<file path="src/rtl/irq_agg_pkg.sv">
package irq_agg_pkg;
  localparam int A_STAT     = 0;
  localparam int A_STAT_INT = 1;
  localparam int A_EVT_INT  = 2;
  localparam int A_CNT_INT  = 3;
  localparam int A_STAT_EN  = 4;
  localparam int A_EVT_EN   = 5;
  localparam int A_CNT_EN   = 6;
  localparam int A_CNT_BASE = 8;
endpackage

</file>
<file path="src/rtl/irq_latch_bank.sv">
module irq_latch_bank #(
  parameter int W = 4
) (
  input  logic         clk_i,
  input  logic         rst_ni,
  input  logic [W-1:0] set_i,
  input  logic [W-1:0] en_i,
  input  logic [W-1:0] clr_i,
  output logic [W-1:0] pend_o
);
  logic [W-1:0] arm;
  assign arm = set_i & en_i;

  // set has priority over clear
  always_ff @(posedge clk_i or negedge rst_ni) begin
    if (!rst_ni) pend_o <= '0;
    else         pend_o <= (pend_o & ~clr_i) | arm;
  end

  AST_SET_WINS: assert property (@(posedge clk_i) disable iff (!rst_ni)
    (|(set_i & en_i)) |=> ((pend_o & $past(set_i & en_i)) == $past(set_i & en_i)));
  AST_NO_SPURIOUS_SET: assert property (@(posedge clk_i) disable iff (!rst_ni)
    1'b1 |=> ((pend_o & ~$past(pend_o) & ~$past(set_i & en_i)) == '0));
  AST_HOLD_UNCLEARED: assert property (@(posedge clk_i) disable iff (!rst_ni)
    1'b1 |=> (($past(pend_o) & ~$past(clr_i) & ~pend_o) == '0));
endmodule

</file>
<file path="src/rtl/irq_read_mux.sv">
module irq_read_mux
  import irq_agg_pkg::*;
#(
  parameter int N_STAT = 4,
  parameter int N_EVT  = 6,
  parameter int N_CNT  = 3,
  parameter int CNT_W  = 8,
  parameter int ADDR_W = 4,
  parameter int DATA_W = 8
) (
  input  logic [ADDR_W-1:0]      addr_i,
  input  logic [N_STAT-1:0]      stat_q_i,
  input  logic [N_STAT-1:0]      stat_pend_i,
  input  logic [N_EVT-1:0]       evt_pend_i,
  input  logic [N_CNT-1:0]       cnt_pend_i,
  input  logic [N_STAT-1:0]      stat_en_i,
  input  logic [N_EVT-1:0]       evt_en_i,
  input  logic [N_CNT-1:0]       cnt_en_i,
  input  logic [N_CNT*CNT_W-1:0] cnt_val_i,
  output logic [DATA_W-1:0]      rdata_o
);
  always_comb begin
    rdata_o = '0;
    unique case (addr_i)
      ADDR_W'(A_STAT):     rdata_o[N_STAT-1:0] = stat_q_i;
      ADDR_W'(A_STAT_INT): rdata_o[N_STAT-1:0] = stat_pend_i;
      ADDR_W'(A_EVT_INT):  rdata_o[N_EVT-1:0]  = evt_pend_i;
      ADDR_W'(A_CNT_INT):  rdata_o[N_CNT-1:0]  = cnt_pend_i;
      ADDR_W'(A_STAT_EN):  rdata_o[N_STAT-1:0] = stat_en_i;
      ADDR_W'(A_EVT_EN):   rdata_o[N_EVT-1:0]  = evt_en_i;
      ADDR_W'(A_CNT_EN):   rdata_o[N_CNT-1:0]  = cnt_en_i;
      default: begin
        for (int k = 0; k < N_CNT; k++)
          if (addr_i == ADDR_W'(A_CNT_BASE + k))
            rdata_o[CNT_W-1:0] = cnt_val_i[k*CNT_W +: CNT_W];
      end
    endcase
  end
endmodule

</file>
<file path="src/rtl/irq_aggregator.sv">
module irq_aggregator
  import irq_agg_pkg::*;
#(
  parameter int N_STAT = 4,
  parameter int N_EVT  = 6,
  parameter int N_CNT  = 3,
  parameter int CNT_W  = 8,
  parameter int ADDR_W = 4,
  parameter int DATA_W = 8
) (
  input  logic                   clk_i,
  input  logic                   rst_ni,
  input  logic [N_STAT-1:0]      stat_i,
  input  logic [N_EVT-1:0]       evt_i,
  input  logic [N_CNT-1:0]       cnt_ovf_i,
  input  logic [N_CNT*CNT_W-1:0] cnt_val_i,
  input  logic [ADDR_W-1:0]      addr_i,
  input  logic [DATA_W-1:0]      wdata_i,
  input  logic                   wr_i,
  input  logic                   rd_i,
  output logic [DATA_W-1:0]      rdata_o,
  output logic                   irq_no
);
  logic [N_STAT-1:0] stat_q, stat_chg, stat_clr, stat_pend, stat_en_q;
  logic [N_EVT-1:0]  evt_clr, evt_pend, evt_en_q;
  logic [N_CNT-1:0]  cnt_clr, cnt_pend, cnt_en_q;
  logic [DATA_W-1:0] rd_word;
  logic              unused_wdata;

  assign unused_wdata = ^wdata_i;
  assign stat_chg     = stat_i ^ stat_q;

  always_ff @(posedge clk_i or negedge rst_ni) begin
    if (!rst_ni) stat_q <= '0;
    else         stat_q <= stat_i;
  end

  always_ff @(posedge clk_i or negedge rst_ni) begin
    if (!rst_ni) begin
      stat_en_q <= '0;
      evt_en_q  <= '0;
      cnt_en_q  <= '0;
    end else if (wr_i) begin
      if (addr_i == ADDR_W'(A_STAT_EN)) stat_en_q <= wdata_i[N_STAT-1:0];
      if (addr_i == ADDR_W'(A_EVT_EN))  evt_en_q  <= wdata_i[N_EVT-1:0];
      if (addr_i == ADDR_W'(A_CNT_EN))  cnt_en_q  <= wdata_i[N_CNT-1:0];
    end
  end

  // class-specific clear rules
  assign stat_clr = {N_STAT{rd_i && addr_i == ADDR_W'(A_STAT)}};
  assign evt_clr  = (wr_i && addr_i == ADDR_W'(A_EVT_INT)) ? wdata_i[N_EVT-1:0] : '0;

  for (genvar k = 0; k < N_CNT; k++) begin : g_cnt_clr
    assign cnt_clr[k] = rd_i && (addr_i == ADDR_W'(A_CNT_BASE + k));

    AST_CNT_READ_CLEARS: assert property (@(posedge clk_i) disable iff (!rst_ni)
      (cnt_clr[k] && !(cnt_ovf_i[k] && cnt_en_q[k])) |=> !cnt_pend[k]);
  end

  irq_latch_bank #(.W(N_STAT)) u_stat_bank (
    .clk_i, .rst_ni, .set_i(stat_chg), .en_i(stat_en_q), .clr_i(stat_clr), .pend_o(stat_pend));
  irq_latch_bank #(.W(N_EVT)) u_evt_bank (
    .clk_i, .rst_ni, .set_i(evt_i), .en_i(evt_en_q), .clr_i(evt_clr), .pend_o(evt_pend));
  irq_latch_bank #(.W(N_CNT)) u_cnt_bank (
    .clk_i, .rst_ni, .set_i(cnt_ovf_i), .en_i(cnt_en_q), .clr_i(cnt_clr), .pend_o(cnt_pend));

  irq_read_mux #(
    .N_STAT(N_STAT), .N_EVT(N_EVT), .N_CNT(N_CNT),
    .CNT_W(CNT_W), .ADDR_W(ADDR_W), .DATA_W(DATA_W)
  ) u_rmux (
    .addr_i,
    .stat_q_i(stat_q), .stat_pend_i(stat_pend), .evt_pend_i(evt_pend), .cnt_pend_i(cnt_pend),
    .stat_en_i(stat_en_q), .evt_en_i(evt_en_q), .cnt_en_i(cnt_en_q),
    .cnt_val_i, .rdata_o(rd_word));

  always_ff @(posedge clk_i or negedge rst_ni) begin
    if (!rst_ni) begin
      rdata_o <= '0;
      irq_no  <= 1'b1;
    end else begin
      if (rd_i) rdata_o <= rd_word;
      irq_no <= ~(|(stat_pend & stat_en_q) | |(evt_pend & evt_en_q) | |(cnt_pend & cnt_en_q));
    end
  end

  AST_IRQ_NEEDS_PEND: assert property (@(posedge clk_i) disable iff (!rst_ni)
    !irq_no |-> ($past(stat_pend) != '0 || $past(evt_pend) != '0 || $past(cnt_pend) != '0));
  AST_STAT_READ_CLEARS: assert property (@(posedge clk_i) disable iff (!rst_ni)
    (rd_i && addr_i == ADDR_W'(A_STAT)) |=> ((stat_pend & ~$past(stat_chg & stat_en_q)) == '0));
  AST_EN_STABLE: assert property (@(posedge clk_i) disable iff (!rst_ni)
    !wr_i |=> ($stable(stat_en_q) && $stable(evt_en_q) && $stable(cnt_en_q)));
  AST_RDATA_HOLD: assert property (@(posedge clk_i) disable iff (!rst_ni)
    !rd_i |=> $stable(rdata_o));
  AST_STAT_SAMPLE: assert property (@(posedge clk_i) disable iff (!rst_ni)
    1'b1 |=> (stat_q == $past(stat_i)));
endmodule

</file>
<file path="config.mk">
export PLATFORM = sky130hd
export DESIGN_NAME = irq_aggregator
export DESIGN_NICKNAME = d
export VERILOG_FILES = /design/src/rtl/irq_agg_pkg.sv /design/src/rtl/irq_latch_bank.sv /design/src/rtl/irq_read_mux.sv /design/src/rtl/irq_aggregator.sv
export SDC_FILE = /design/constraint.sdc
export NUM_CORES = 1
export LEC_CHECK = 0
export BUFFER_PORTS_ARGS = -buffer_cell sky130_fd_sc_hd__buf_2
export CORE_UTILIZATION = 55
export CTS_BUF_LIST = sky130_fd_sc_hd__clkbuf_8
export DETAILED_ROUTE_END_ITERATION = 8
export GPL_TIMING_DRIVEN = 0
export PLACE_DENSITY = 0.8
export SYNTH_ARGS = -nofsm -noshare
export SYNTH_HDL_FRONTEND = slang
export SYNTH_HIERARCHICAL = 1
export SYNTH_SLANG_ARGS = --single-unit
</file>
<file path="constraint.sdc">
create_clock -name clk_i -period 2.4 [get_ports clk_i]
set_clock_uncertainty 0.2 [all_clocks]
set_input_delay 0.6 -clock clk_i [delete_from_list [all_inputs] [get_ports clk_i]]
set_output_delay 0.6 -clock clk_i [all_outputs]
set_load 0.01 [all_outputs]
</file>
==> results.md <==
* Status: finished, final reports clean
* # fillers at 315
* Post-Synthesis Cells at 219
* TritonCTS clock tree: built
* Clock Latency Late Sink at 0.30 ns
* Area leader, netlist: dfrtp_1
* First-pass GRT wire length at between 8000 and 9000 um
* Fmax at around 500 MHz
* Initial DRC count at ~160
* Via count at 1879
* Multiplexer share of the synthesized area at 20.0%
* Hold Slack at 0.196 ns
* Synth async-reset ratio at 100%
* Flop2flop setup slack at 0.74 ns
* Die X at about 67 um
* Wire per inst at between 15 and 20 um
* Post-Synth Adder-Cell Area at 0%
* Complex-gate fraction of the synthesized area at 16.4%
* Vias in the first global route at 1878
* Clock buffer depth at 2
* P&R area growth vs syn at 20.2%
* RSZ-0062 raised after global routing: false
* Die H at around 67 um
* Drt via density at approximately 5.6
* Top area cells in the synthesized netlist: dfrtp_1, mux2_2, o21ai_2, mux2_4, mux2i_1
* GP Congestion at approximately 0.9
* Clock Sinks at 39
* Antenna cell count at 0
* Top-count cell post-synth: dfrtp_1
* Setup CP Type: input pin to flop
* Tightest Pin Transition at around 0.86 ns
* Clock transition at path regs at around 0.07 ns
* Hold/Removal Path Class: input pin to asynchronous set/reset pin
* GRT Util Overall at a little over a quarter
* Main combinational cell family by area after synthesis: multiplexers
* Critical Path, Cell by Cell: buf_2, buf_6, mux2_1, a211oi_1, a21oi_1, mux2_2
* Synth cell count leaders: dfrtp_1, mux2_2, nand2_1
* Post-Layout Cell Count at about 340
* First-pass DRT Iterations at 4
* Routed WL at around 5300 um
* Fin Setup TNS at 0 ns
* Final worst path period share at between 80% and 90%
* Post-CTS Setup Inserts at 0
* Largest net degree at the start of global routing at 40
* CTS-repair resized insts at 0
* Post-synth top area share at between 40 and 50%
* Number of antenna violations at the first check in global routing at 0
* Hold-fix buffers, CTS at 0
* Synthesized net count at 272
* Slowest cell on crit path: mux2_1
* DRC errors left at 0
* Xor/xnor share of the synthesized area at under 10%
* Area of the core at roughly 4000 sq um
* Max VDD drop at roughly 380 uV
* Max FO, Critical Path at 10
* Pleak at approximately 1.4 nW
* Detail Placement HPWL at roughly 4000 um
* Fin crit period at between 1.5 and 2 ns
* Rel. slew slack at between 40% and 50%
* Num ports at 62
* Mapped Area at around 2300 sq um
* Synth unique cells at 37
* Crit path max-delay family: multiplexers
* Final #Nets at roughly 340
* Total gr overflow at 0
* RR Startpoint: u_evt_bank/pend_o[0]
* CP Launch Type: input pin
* Buf/Inv on CP at 2
* Critical path required time at around 2.4 ns
* Final Slew Violations at 0
* Worst flop-to-flop path endpoint: rdata_o[0]
* Synthesized area per cell at roughly 11 sq um
* Crit path DAT at between 1.5 and 2 ns
* Post-synthesis simple-gate area fraction at 14.5%
* H-Tree Level Count at 2
* Seq/Total Area, Yosys at a little over two fifths
* Detail Route Antenna Nets at 0
* Die area at roughly 4500 sq um
* Placed cell count at 327
* Pwr dens at between 600 and 700 nW/um^2
* Max-capacitance violation count at 0
* Final Hold Viols at 0
* IO Port Bufs at 58
* Starting Density at 57.9%
* Share of layout cells above drive strength 1 at between 40% and 50%
* Synth Register Bits at 39
* Ys flop type: dfrtp_1
* CP endpoint kind: flop
* Number of synthesized flops with an enable pin at 0
* Reg2reg path depth at 4
* Worst path max stage delay at between 0.3 and 0.4 ns
* Row count at 23
* CTS Buf Count at 5
* Yosys warning total at 6
* Final setup viols at 0
* Clock root buffer: clkbuf_8
==> cells in the final DEF (no fill, tap or decap), types with 2 or more instances in the layout <==
cell type  synthesis  layout
mux2_1             2       2
nor2_2             4       4
nand2_1           17      17
o21ai_2           13      13
xor2_1             4       4
mux2_2            23      23
clkbuf_8           0       6
nor3b_1            3       3
a21oi_1           13      13
o31a_1             3       3
nor2b_1            2       2
nor3_1             6       6
a22oi_1            8       8
nand3_1            3       3
mux2_4             7       7
nand3b_1           5       5
o211a_1            3       3
nor2_1             9       9
dfrtp_1           38      38
a211oi_1           5       5
and2_1             6       6
nand2b_1           2       2
mux2i_1            8       8
a211o_1            2       2
inv_1             13      13
buf_6              5       5
buf_2              4      62
==> state kept, by name, summed over array words and instances, names as in the netlist <==
signal / flops
u_stat_bank/pend_o: 4
rdata_o: 8
stat_q: 4
cnt_en_q: 3
stat_en_q: 4
evt_en_q: 6
irq_no: 1
u_cnt_bank/pend_o: 3
u_evt_bank/pend_o: 6
==> final cells by class <==
class                   instances  area, sq um  share of cell area, %
multi-input cells             156         1220                   43.6
flip-flops and latches         39          977                   34.9
repair buffers                 58          290                   10.4
plain buffers                  11         85.1                   3.04
clock buffers                   6         82.6                   2.95
well taps                      50         62.6                   2.23
inverters                      13         48.8                   1.74
clock inverters                 2         35.0                   1.25
==> worst max-delay path by stage <==
stage	from	endpoint	slack (ns)	cells after the start
floorplan	addr_i[1]	rdata_o[5]	0.51	7
global placement	addr_i[1]	rdata_o[1]	0.11	6
detailed placement	addr_i[1]	rdata_o[1]	0.10	6
CTS	addr_i[1]	rdata_o[1]	0.41	6
global route	addr_i[1]	rdata_o[1]	0.32	6
finish	addr_i[1]	rdata_o[1]	0.42	6
==> stage by stage <==
stage | setup WS (ns) | utilization (%) | cell area (sq um) | total power, mW
2_1_floorplan | 0.508 | - | 2330 | 1.17
3_3_place_gp | 0.106 | 66.6 | 2690 | 1.32
3_5_place_dp | 0.103 | 66.6 | 2690 | 1.34
4_1_cts | 0.413 | 69.6 | 2800 | 1.91
5_1_grt | 0.324 | 69.6 | 2800 | 2.00
6_report | 0.416 | 69.6 | 2800 | 1.90
==> where the power goes <==
part	switching [mW]	leakage [nW]	internal (mW)
logic	0.203	0.859	0.245
registers	0.108	0.444	0.770
clock network	0.233	0.0612	0.336
==> cells by family after synthesis <==
group | count (synthesis)
xor+xnor | 4
mux | 40
compound gates | 51
simple gates | 61
flops | 39
buf+inv | 24
==> worst register-to-register path, cell delays in order, from the launching register on <==
cell,delay [ns]
dfrtp_1,0.40
mux2_4,0.27
a211oi_1,0.28
a21oi_1,0.12
mux2_2,0.27
==> layer usage <==
metal | up-vias | GRT usage, % | part of all wire [%]
met2 | 50 | 44.3 | 50
met3 | 9 | 5.48 | 4.9
met1 | 898 | 34.5 | 43
met5 | - | 0 | 0
met4 | 0 | 13.3 | 1.9
li1 | 922 | - | -
Power figures use the tool's default switching activity.
